--- src/rtl/wmcr_pkg.sv ---
package wmcr_pkg;
  localparam int unsigned REG_W = 64;

  // write target codes
  localparam logic [1:0] SEL_CTRL  = 2'd0;
  localparam logic [1:0] SEL_ALIAS = 2'd1;
  localparam logic [1:0] SEL_MASK  = 2'd2;
  localparam logic [1:0] SEL_NONE  = 2'd3;

  // requesting level codes
  localparam logic [1:0] LVL_USER = 2'd0;
  localparam logic [1:0] LVL_KERN = 2'd1;
  localparam logic [1:0] LVL_HYP  = 2'd2;
  localparam logic [1:0] LVL_MON  = 2'd3;

  // positions that exist in both registers
  localparam logic [REG_W-1:0] IMPL_DEFAULT = 64'h0000_0000_0037_CC3F;

  typedef struct packed {
    logic ctrl_we;
    logic mask_we;
    logic refuse;
  } wr_decision_t;
endpackage

--- src/rtl/wmcr_access_check.sv ---
module wmcr_access_check
  import wmcr_pkg::*;
(
  input  logic       clk,
  input  logic       rst,
  input  logic       wr_en,
  input  logic [1:0] wr_sel,
  input  logic [1:0] wr_priv,
  input  logic       mask_nonzero,
  output wr_decision_t dec
);
  logic is_user;
  logic to_ctrl;
  logic to_mask;
  logic mask_locked_out;

  always_comb begin
    is_user         = (wr_priv == LVL_USER);
    to_ctrl         = (wr_sel == SEL_CTRL) || (wr_sel == SEL_ALIAS);
    to_mask         = (wr_sel == SEL_MASK);
    mask_locked_out = to_mask && (wr_priv == LVL_KERN) && mask_nonzero;
    dec.ctrl_we = wr_en && to_ctrl && !is_user;
    dec.mask_we = wr_en && to_mask && !is_user && !mask_locked_out;
    dec.refuse  = wr_en && (to_ctrl || to_mask) && (is_user || mask_locked_out);
  end


  user_refused_chk: assert property (@(posedge clk) disable iff (rst)
    (wr_en && wr_priv == LVL_USER && wr_sel != SEL_NONE) |-> (dec.refuse && !dec.ctrl_we && !dec.mask_we));


  idle_quiet_chk: assert property (@(posedge clk) disable iff (rst)
    (!wr_en || wr_sel == SEL_NONE) |-> (!dec.refuse && !dec.ctrl_we && !dec.mask_we));


  high_level_ok_chk: assert property (@(posedge clk) disable iff (rst)
    (wr_en && wr_sel == SEL_MASK && wr_priv[1]) |-> (dec.mask_we && !dec.refuse));
endmodule

--- src/rtl/wmcr_mask_reg.sv ---
module wmcr_mask_reg
  import wmcr_pkg::*;
#(
  parameter int unsigned W = REG_W,
  parameter logic [W-1:0] IMPL = IMPL_DEFAULT[W-1:0]
)(
  input  logic         clk,
  input  logic         rst,
  input  logic         we,
  input  logic         refuse,
  input  logic [W-1:0] wdata,
  output logic [W-1:0] q,
  output logic         nonzero
);
  logic [W-1:0] nxt;

  for (genvar i = 0; i < W; i++) begin : g_bit
    if (IMPL[i]) begin : g_impl
      assign nxt[i] = we ? wdata[i] : q[i];
    end else begin : g_rsvd
      assign nxt[i] = 1'b0;
    end
  end

  always_ff @(posedge clk) begin
    if (rst) q <= '0;
    else     q <= nxt;
  end

  assign nonzero = |q;


  mask_rsvd_zero_chk: assert property (@(posedge clk) disable iff (rst)
    (q & ~IMPL) == '0);


  mask_refused_hold_chk: assert property (@(posedge clk) disable iff (rst)
    refuse |=> $stable(q));


  mask_load_chk: assert property (@(posedge clk) disable iff (rst)
    we |=> (q == ($past(wdata) & IMPL)));
endmodule

--- src/rtl/wmcr_ctrl_reg.sv ---
module wmcr_ctrl_reg
  import wmcr_pkg::*;
#(
  parameter int unsigned W = REG_W,
  parameter logic [W-1:0] IMPL = IMPL_DEFAULT[W-1:0]
)(
  input  logic         clk,
  input  logic         rst,
  input  logic         we,
  input  logic [W-1:0] lock,
  input  logic [W-1:0] wdata,
  output logic [W-1:0] q
);
  logic [W-1:0] nxt;

  for (genvar i = 0; i < W; i++) begin : g_bit
    if (IMPL[i]) begin : g_impl
      assign nxt[i] = (we && !lock[i]) ? wdata[i] : q[i];
    end else begin : g_rsvd
      assign nxt[i] = 1'b0;
    end
  end

  always_ff @(posedge clk) begin
    if (rst) q <= '0;
    else     q <= nxt;
  end


  locked_bits_hold_chk: assert property (@(posedge clk) disable iff (rst)
    1'b1 |=> ((q & $past(lock)) == ($past(q) & $past(lock))));


  ctrl_rsvd_zero_chk: assert property (@(posedge clk) disable iff (rst)
    (q & ~IMPL) == '0);


  ctrl_idle_hold_chk: assert property (@(posedge clk) disable iff (rst)
    !we |=> $stable(q));
endmodule

--- src/rtl/wmask_ctrl_pair.sv ---
module wmask_ctrl_pair
  import wmcr_pkg::*;
#(
  parameter int unsigned W = REG_W,
  parameter logic [W-1:0] IMPL = IMPL_DEFAULT[W-1:0]
)(
  input  logic         clk,
  input  logic         rst,
  input  logic         wr_en,
  input  logic [1:0]   wr_sel,
  input  logic [1:0]   wr_priv,
  input  logic [W-1:0] wr_data,
  output logic [W-1:0] ctrl_q,
  output logic [W-1:0] mask_q,
  output logic         undef_o
);
  wr_decision_t dec;
  logic         mask_nz;

  wmcr_access_check u_chk (
    .clk          (clk),
    .rst          (rst),
    .wr_en        (wr_en),
    .wr_sel       (wr_sel),
    .wr_priv      (wr_priv),
    .mask_nonzero (mask_nz),
    .dec          (dec)
  );

  wmcr_mask_reg #(.W(W), .IMPL(IMPL)) u_mask (
    .clk     (clk),
    .rst     (rst),
    .we      (dec.mask_we),
    .refuse  (dec.refuse),
    .wdata   (wr_data),
    .q       (mask_q),
    .nonzero (mask_nz)
  );

  wmcr_ctrl_reg #(.W(W), .IMPL(IMPL)) u_ctrl (
    .clk   (clk),
    .rst   (rst),
    .we    (dec.ctrl_we),
    .lock  (mask_q),
    .wdata (wr_data),
    .q     (ctrl_q)
  );

  assign undef_o = dec.refuse;


  kern_locked_refuse_chk: assert property (@(posedge clk) disable iff (rst)
    (wr_en && wr_sel == SEL_MASK && wr_priv == LVL_KERN && mask_q != '0) |-> undef_o);


  refuse_no_change_chk: assert property (@(posedge clk) disable iff (rst)
    undef_o |=> ($stable(ctrl_q) && $stable(mask_q)));
endmodule

--- config.mk ---
export PLATFORM = sky130hd
export DESIGN_NAME = wmask_ctrl_pair
export DESIGN_NICKNAME = d
export VERILOG_FILES = /design/src/rtl/wmcr_pkg.sv /design/src/rtl/wmcr_access_check.sv /design/src/rtl/wmcr_mask_reg.sv /design/src/rtl/wmcr_ctrl_reg.sv /design/src/rtl/wmask_ctrl_pair.sv
export SDC_FILE = /design/constraint.sdc
export NUM_CORES = 1
export LEC_CHECK = 0
export BUFFER_PORTS_ARGS = -buffer_cell sky130_fd_sc_hd__buf_4
export CAP_MARGIN = 10
export CORE_AREA = 2 2 78 80
export DETAILED_ROUTE_END_ITERATION = 6
export DIE_AREA = 0 0 80 82
export PLACE_DENSITY_LB_ADDON = 0.2
export SYNTH_ARGS = -nofsm -noshare
export SYNTH_HDL_FRONTEND = slang
export SYNTH_SLANG_ARGS = --single-unit
--- constraint.sdc ---
create_clock -name clk -period 4.99 [get_ports clk]
set_input_delay 0 -clock clk [delete_from_list [all_inputs] [get_ports clk]]
set_output_delay 0 -clock clk [all_outputs]
set_load 0.02 [all_outputs]
After elaboration in Yosys (flattened, before gate mapping):

Cells that the tools add are included.

* equality and inequality tests: 3
* reduce and logical (&&, ||, !) cells: 47

Operator list (count)
* OR reduction 64 bit: 1
* logical AND 1 bit: 24
* logical NOT 1 bit: 17
* equality test 2 x 1 -> 1 bit (second input constant): 2
* logical NOT 2 bit: 2
* logical OR 1 bit: 3
* equality test 2 bit (second input constant): 1

* register bits: 128
* input port bits: 71
* word-level logic and storage cells: 68

Depth between registers and ports, before layout:

* word-level depth: 5
* depth in mapped cells: 5
* gate-level depth less buffers: 4

By module:

A second synthesis with hierarchy kept.

* cells, all modules: 243
* area, all modules: 2348.5 µm²

By module, submodules not included
* wmcr_ctrl_reg: instances 1, cells each 131, area each 1340.0 µm², seq. area each 300.3 µm²
* wmcr_mask_reg: instances 1, cells each 103, area each 943.4 µm², seq. area each 300.3 µm²
* wmcr_access_check: instances 1, cells each 9, area each 65.1 µm², seq. area each 0.0 µm²

Worst setup path after synthesis:

OpenSTA, ideal clock, no wires.

* path type: register to register
* start point: register u_mask.q[21]
* end point: register u_mask.q[10]
* data arrival time: 1786 ps
* data required time: 4858 ps
* setup slack: 3071 ps
* stages on the path, launching flop included: 6
* path buffers: 1
* period minus slack after synthesis: 1919 ps
* path through: dfxtp_1 -> or4_4 -> o41a_1 -> buf_2 -> o21ai_1 -> a21oi_1

* word-level cells in the longest chain between the ends: 4

Ends and longest elaborated chain
* start: declaration: RTL line wmcr_mask_reg.sv:12 `output logic [W-1:0] q,`
* start signal: assignment: RTL line wmcr_mask_reg.sv:27 `else q <= nxt;`
* OR reduction 64 bit: RTL line wmcr_mask_reg.sv:30 `assign nonzero = |q;`
* logical AND 1 bit: RTL line wmcr_access_check.sv:21 `mask_locked_out = to_mask && (wr_priv == LVL_KERN) && mask_nonzero;`
* logical NOT 1 bit: RTL line wmcr_access_check.sv:23 `dec.mask_we = wr_en && to_mask && !is_user && !mask_locked_out;`
* logical AND 1 bit: RTL line wmcr_access_check.sv:23

Every way passes these cells.
A chain may end at the register's enable or synchronous reset.

Worst setup path in the final report:

* start point: register u_mask.q[10]
* end point: register u_mask.q[5]

The elaborated chain is that of the path after synthesis.

==> flow_summary.json <==
{
  "reg2regPathDepth": 4,
  "tightest_slew_ns": 1.15,
  "ant_nets": 0,
  "grt_max_degree": 31,
  "rrSetupSlack_ns": 2.75,
  "ys_ff_latch": 30,
  "vias": 1589,
  "clock_latency_ns": 0.28,
  "drive_gt1_share_pct": 21.1,
  "cp-start-kind": "flip-flop",
  "slew_viol_final": 0,
  "skew_ns": 0.00630,
  "syn_inst": 243,
  "die_w_microns": 80,
  "run_status": "completed",
  "finalHoldViolCount": 0,
  "slowest_stage": "o41ai_4",
  "port_buffers": 52,
  "drt_iter0_drc": 71,
  "synth_flop_cell": "dfxtp_1",
  "netlist_area_sq_um": 2010,
  "max-vdd-ir-drop_v": 0.000131,
  "crit_fanout": 15,
  "clockRootBuffer": "clkbuf_8",
  "fp.dieH_microns": 82,
  "path_clk_slew_ns": 0.07,
  "endpoint": "u_mask.q[5]",
  "final_cells": 383,
  "path_cells": "or4_1 -> o41ai_4 -> nand3_1 -> a21oi_1",
  "gp_congestion": 0.677,
  "place_ws_ns": 2.80,
  "synth_top_area_cell": "buf_4",
  "gr-usage-all-layers_pct": 12.0,
  "leakage_nw": 1.07,
  "drv_cap": 0,
  "avgSynthCellArea_sq_um": 8.29,
  "required_ns": 5.20,
  "post_cts.repair.setup_buffers": 0,
  "tns_ns": 0,
  "fp.coreArea_sq_um": 5750,
  "timing.rr.end": "u_mask.q[5]",
  "placed_cells": 360,
  "fin_util_pct": 40.4,
  "synth_top_area_share_pct": 36.5,
  "critPathKind": "reg -> reg",
  "arrival_ns": 2.45,
  "fin_crit_ns": 2.24,
  "die_area_sq_um": 6560,
  "startpoint": "u_mask.q[10]",
  "hold_path.class": "in -> reg",
  "rsz0062_at_grt": "no",
  "fin_crit_sh_pct": 44.9,
  "max_clock_freq_mhz": 446,
  "ctsResizeCount": 0,
  "route.detailed.drc": 0,
  "n_antenna_cell": 0,
  "cts_buffers": 5,
  "slew_headroom_pct": 22.7,
  "critPathTopFamily": "compound AO/OA/AOI/OAI gates",
  "hpwl_microns": 3000,
  "yosys-top-cells-area": "buf_4 (37%), dfxtp_1 (30%), a21oi_1 (7.5%), nand3b_1 (5.6%), o21ai_0 (5.0%)",
  "grt_antenna_before_repair": 0,
  "gr-total-overflow": 0,
  "crit_path_end_kind": "flip-flop",
  "nNetsFinal": 378,
  "worstPathBufferInverterCount": 0,
  "yosys-top-cells-count": "buf_4 (98), a21oi_1 (30), dfxtp_1 (30)",
  "crit_path_max_incr_delay_ns": 0.85,
  "wl_microns": 4310,
  "first_pass_iters": 4,
  "start_util_pct": 35.1,
  "num_io_pins": 200,
  "seq_area_frac_synth_pct": 29.8,
  "cts_tree": "built",
  "htree_levels": 2,
  "area_growth_pct": 15.3,
  "setup_violations": 0,
  "clock_sinks": 30,
  "rows": 28,
  "cts_hold_repair.buffers": 15,
  "ys.warnings.count": 0,
  "yosysMostFrequentCell": "buf_4",
  "via_per_inst": 4.15,
  "async_flop_share_pct": 0,
  "design_power_total_w": 0.000615,
  "fin_ws_ns": 2.75,
  "rr_startpoint": "u_mask.q[10]",
  "grt_pass1_vias": 1244,
  "synth_edf_count": 0,
  "ctsLongestPathBuffers": 2,
  "power_density_nw_per_um2": 265,
  "ys_types": 24,
  "critical_path_depth": 4,
  "grt_pass1_wl_microns": 5990,
  "wl_per_cell_microns": 11.3
}
## layout make-up
cell class,count,area [sq um]
clock buffers,7,86.3
clock inverters,1,5.00
fillers,634,3420
multi-input cells,203,997
flip-flops and latches,30,601
well taps,75,93.8
repair buffers,67,541
## logic make-up (layout without fill, tap and decap cells)
kind of cell | count (synthesis) | in the layout | synth area share [%]
buffers and inverters | 107 | 75 | 39.0
and+or+nand+nor | 40 | 40 | 13.0
other | 1 | 98 | 0.186
DFF | 30 | 30 | 29.8
AOI/OAI and AO/OA | 65 | 65 | 18.0
## sequential cells by signal, summed over array words and instances (netlist names)
signal    count
u_ctrl.q     15
u_mask.q     15
## power by group
part | total, W | internal (W) | switching, W
combinational | 0.000159 | 0.0000437 | 0.000115
clock | 0.000202 | 0.000111 | 0.0000905
sequential | 0.000255 | 0.000248 | 0.00000641
total | 0.000615 | 0.000403 | 0.000212
## metrics by stage
step                      hold WS [ns]  cell area [sq um]
after global routing             0.116               2320
final                            0.107               2320
after floorplan                  0.141               2380
after detailed placement         0.281               2080
after CTS                        0.113               2320
after global placement           0.276               2080
## worst min path at each step
stage	start	end	depth (start not counted)
5_1_grt	rst	u_ctrl.q[4]	2
2_1_floorplan	wr_priv[0]	undef_o	1
6_report	rst	u_ctrl.q[17]	2
3_3_place_gp	wr_data[5]	u_mask.q[5]	3
4_1_cts	rst	u_ctrl.q[10]	2
3_5_place_dp	wr_data[15]	u_mask.q[15]	3
## layer usage
| metal | up-vias | share of wire [%] | GRT usage [%] |
|---|---|---|---|
| met3 | 6 | 10 | 4.62 |
| met1 | 716 | 44 | 15.1 |
| met4 | 0 | 1.0 | 4.07 |
| li1 | 770 | - | - |
| met2 | 97 | 44 | 18.8 |
| met5 | - | 0 | 0 |
## worst reg2reg max path, delay by kind of cell (launching register included)
kind | cells | cell delay, ns
flip-flops | 1 | 0.35
AO/OA/AOI/OAI | 2 | 1.02
AND/OR/NAND/NOR | 2 | 0.80
## placed cells by master (no fill, tap or decap)
cell | netlist | routed
a21oi_1 | 30 | 30
a221oi_1 | 1 | 1
buf_4 | 98 | 52
clkbuf_1 | 6 | 1
clkbuf_8 | 0 | 6
clkinv_2 | 0 | 1
conb_1 | 1 | 98
dfxtp_1 | 30 | 30
dlygate4sd3_1 | 0 | 15
nand2b_1 | 1 | 1
nand3_1 | 15 | 15
nand3b_1 | 15 | 15
nor2_1 | 1 | 1
nor2b_1 | 1 | 1
nor3b_2 | 0 | 1
o21ai_0 | 20 | 20
o21ai_1 | 11 | 11
o41a_1 | 1 | 1
o41ai_1 | 1 | 1
o41ai_4 | 1 | 1
or2_2 | 1 | 1
or3_1 | 1 | 1
or3b_2 | 1 | 1
or4_1 | 1 | 1
or4_4 | 2 | 2
Note: power is estimated with default switching activity, not from simulation.
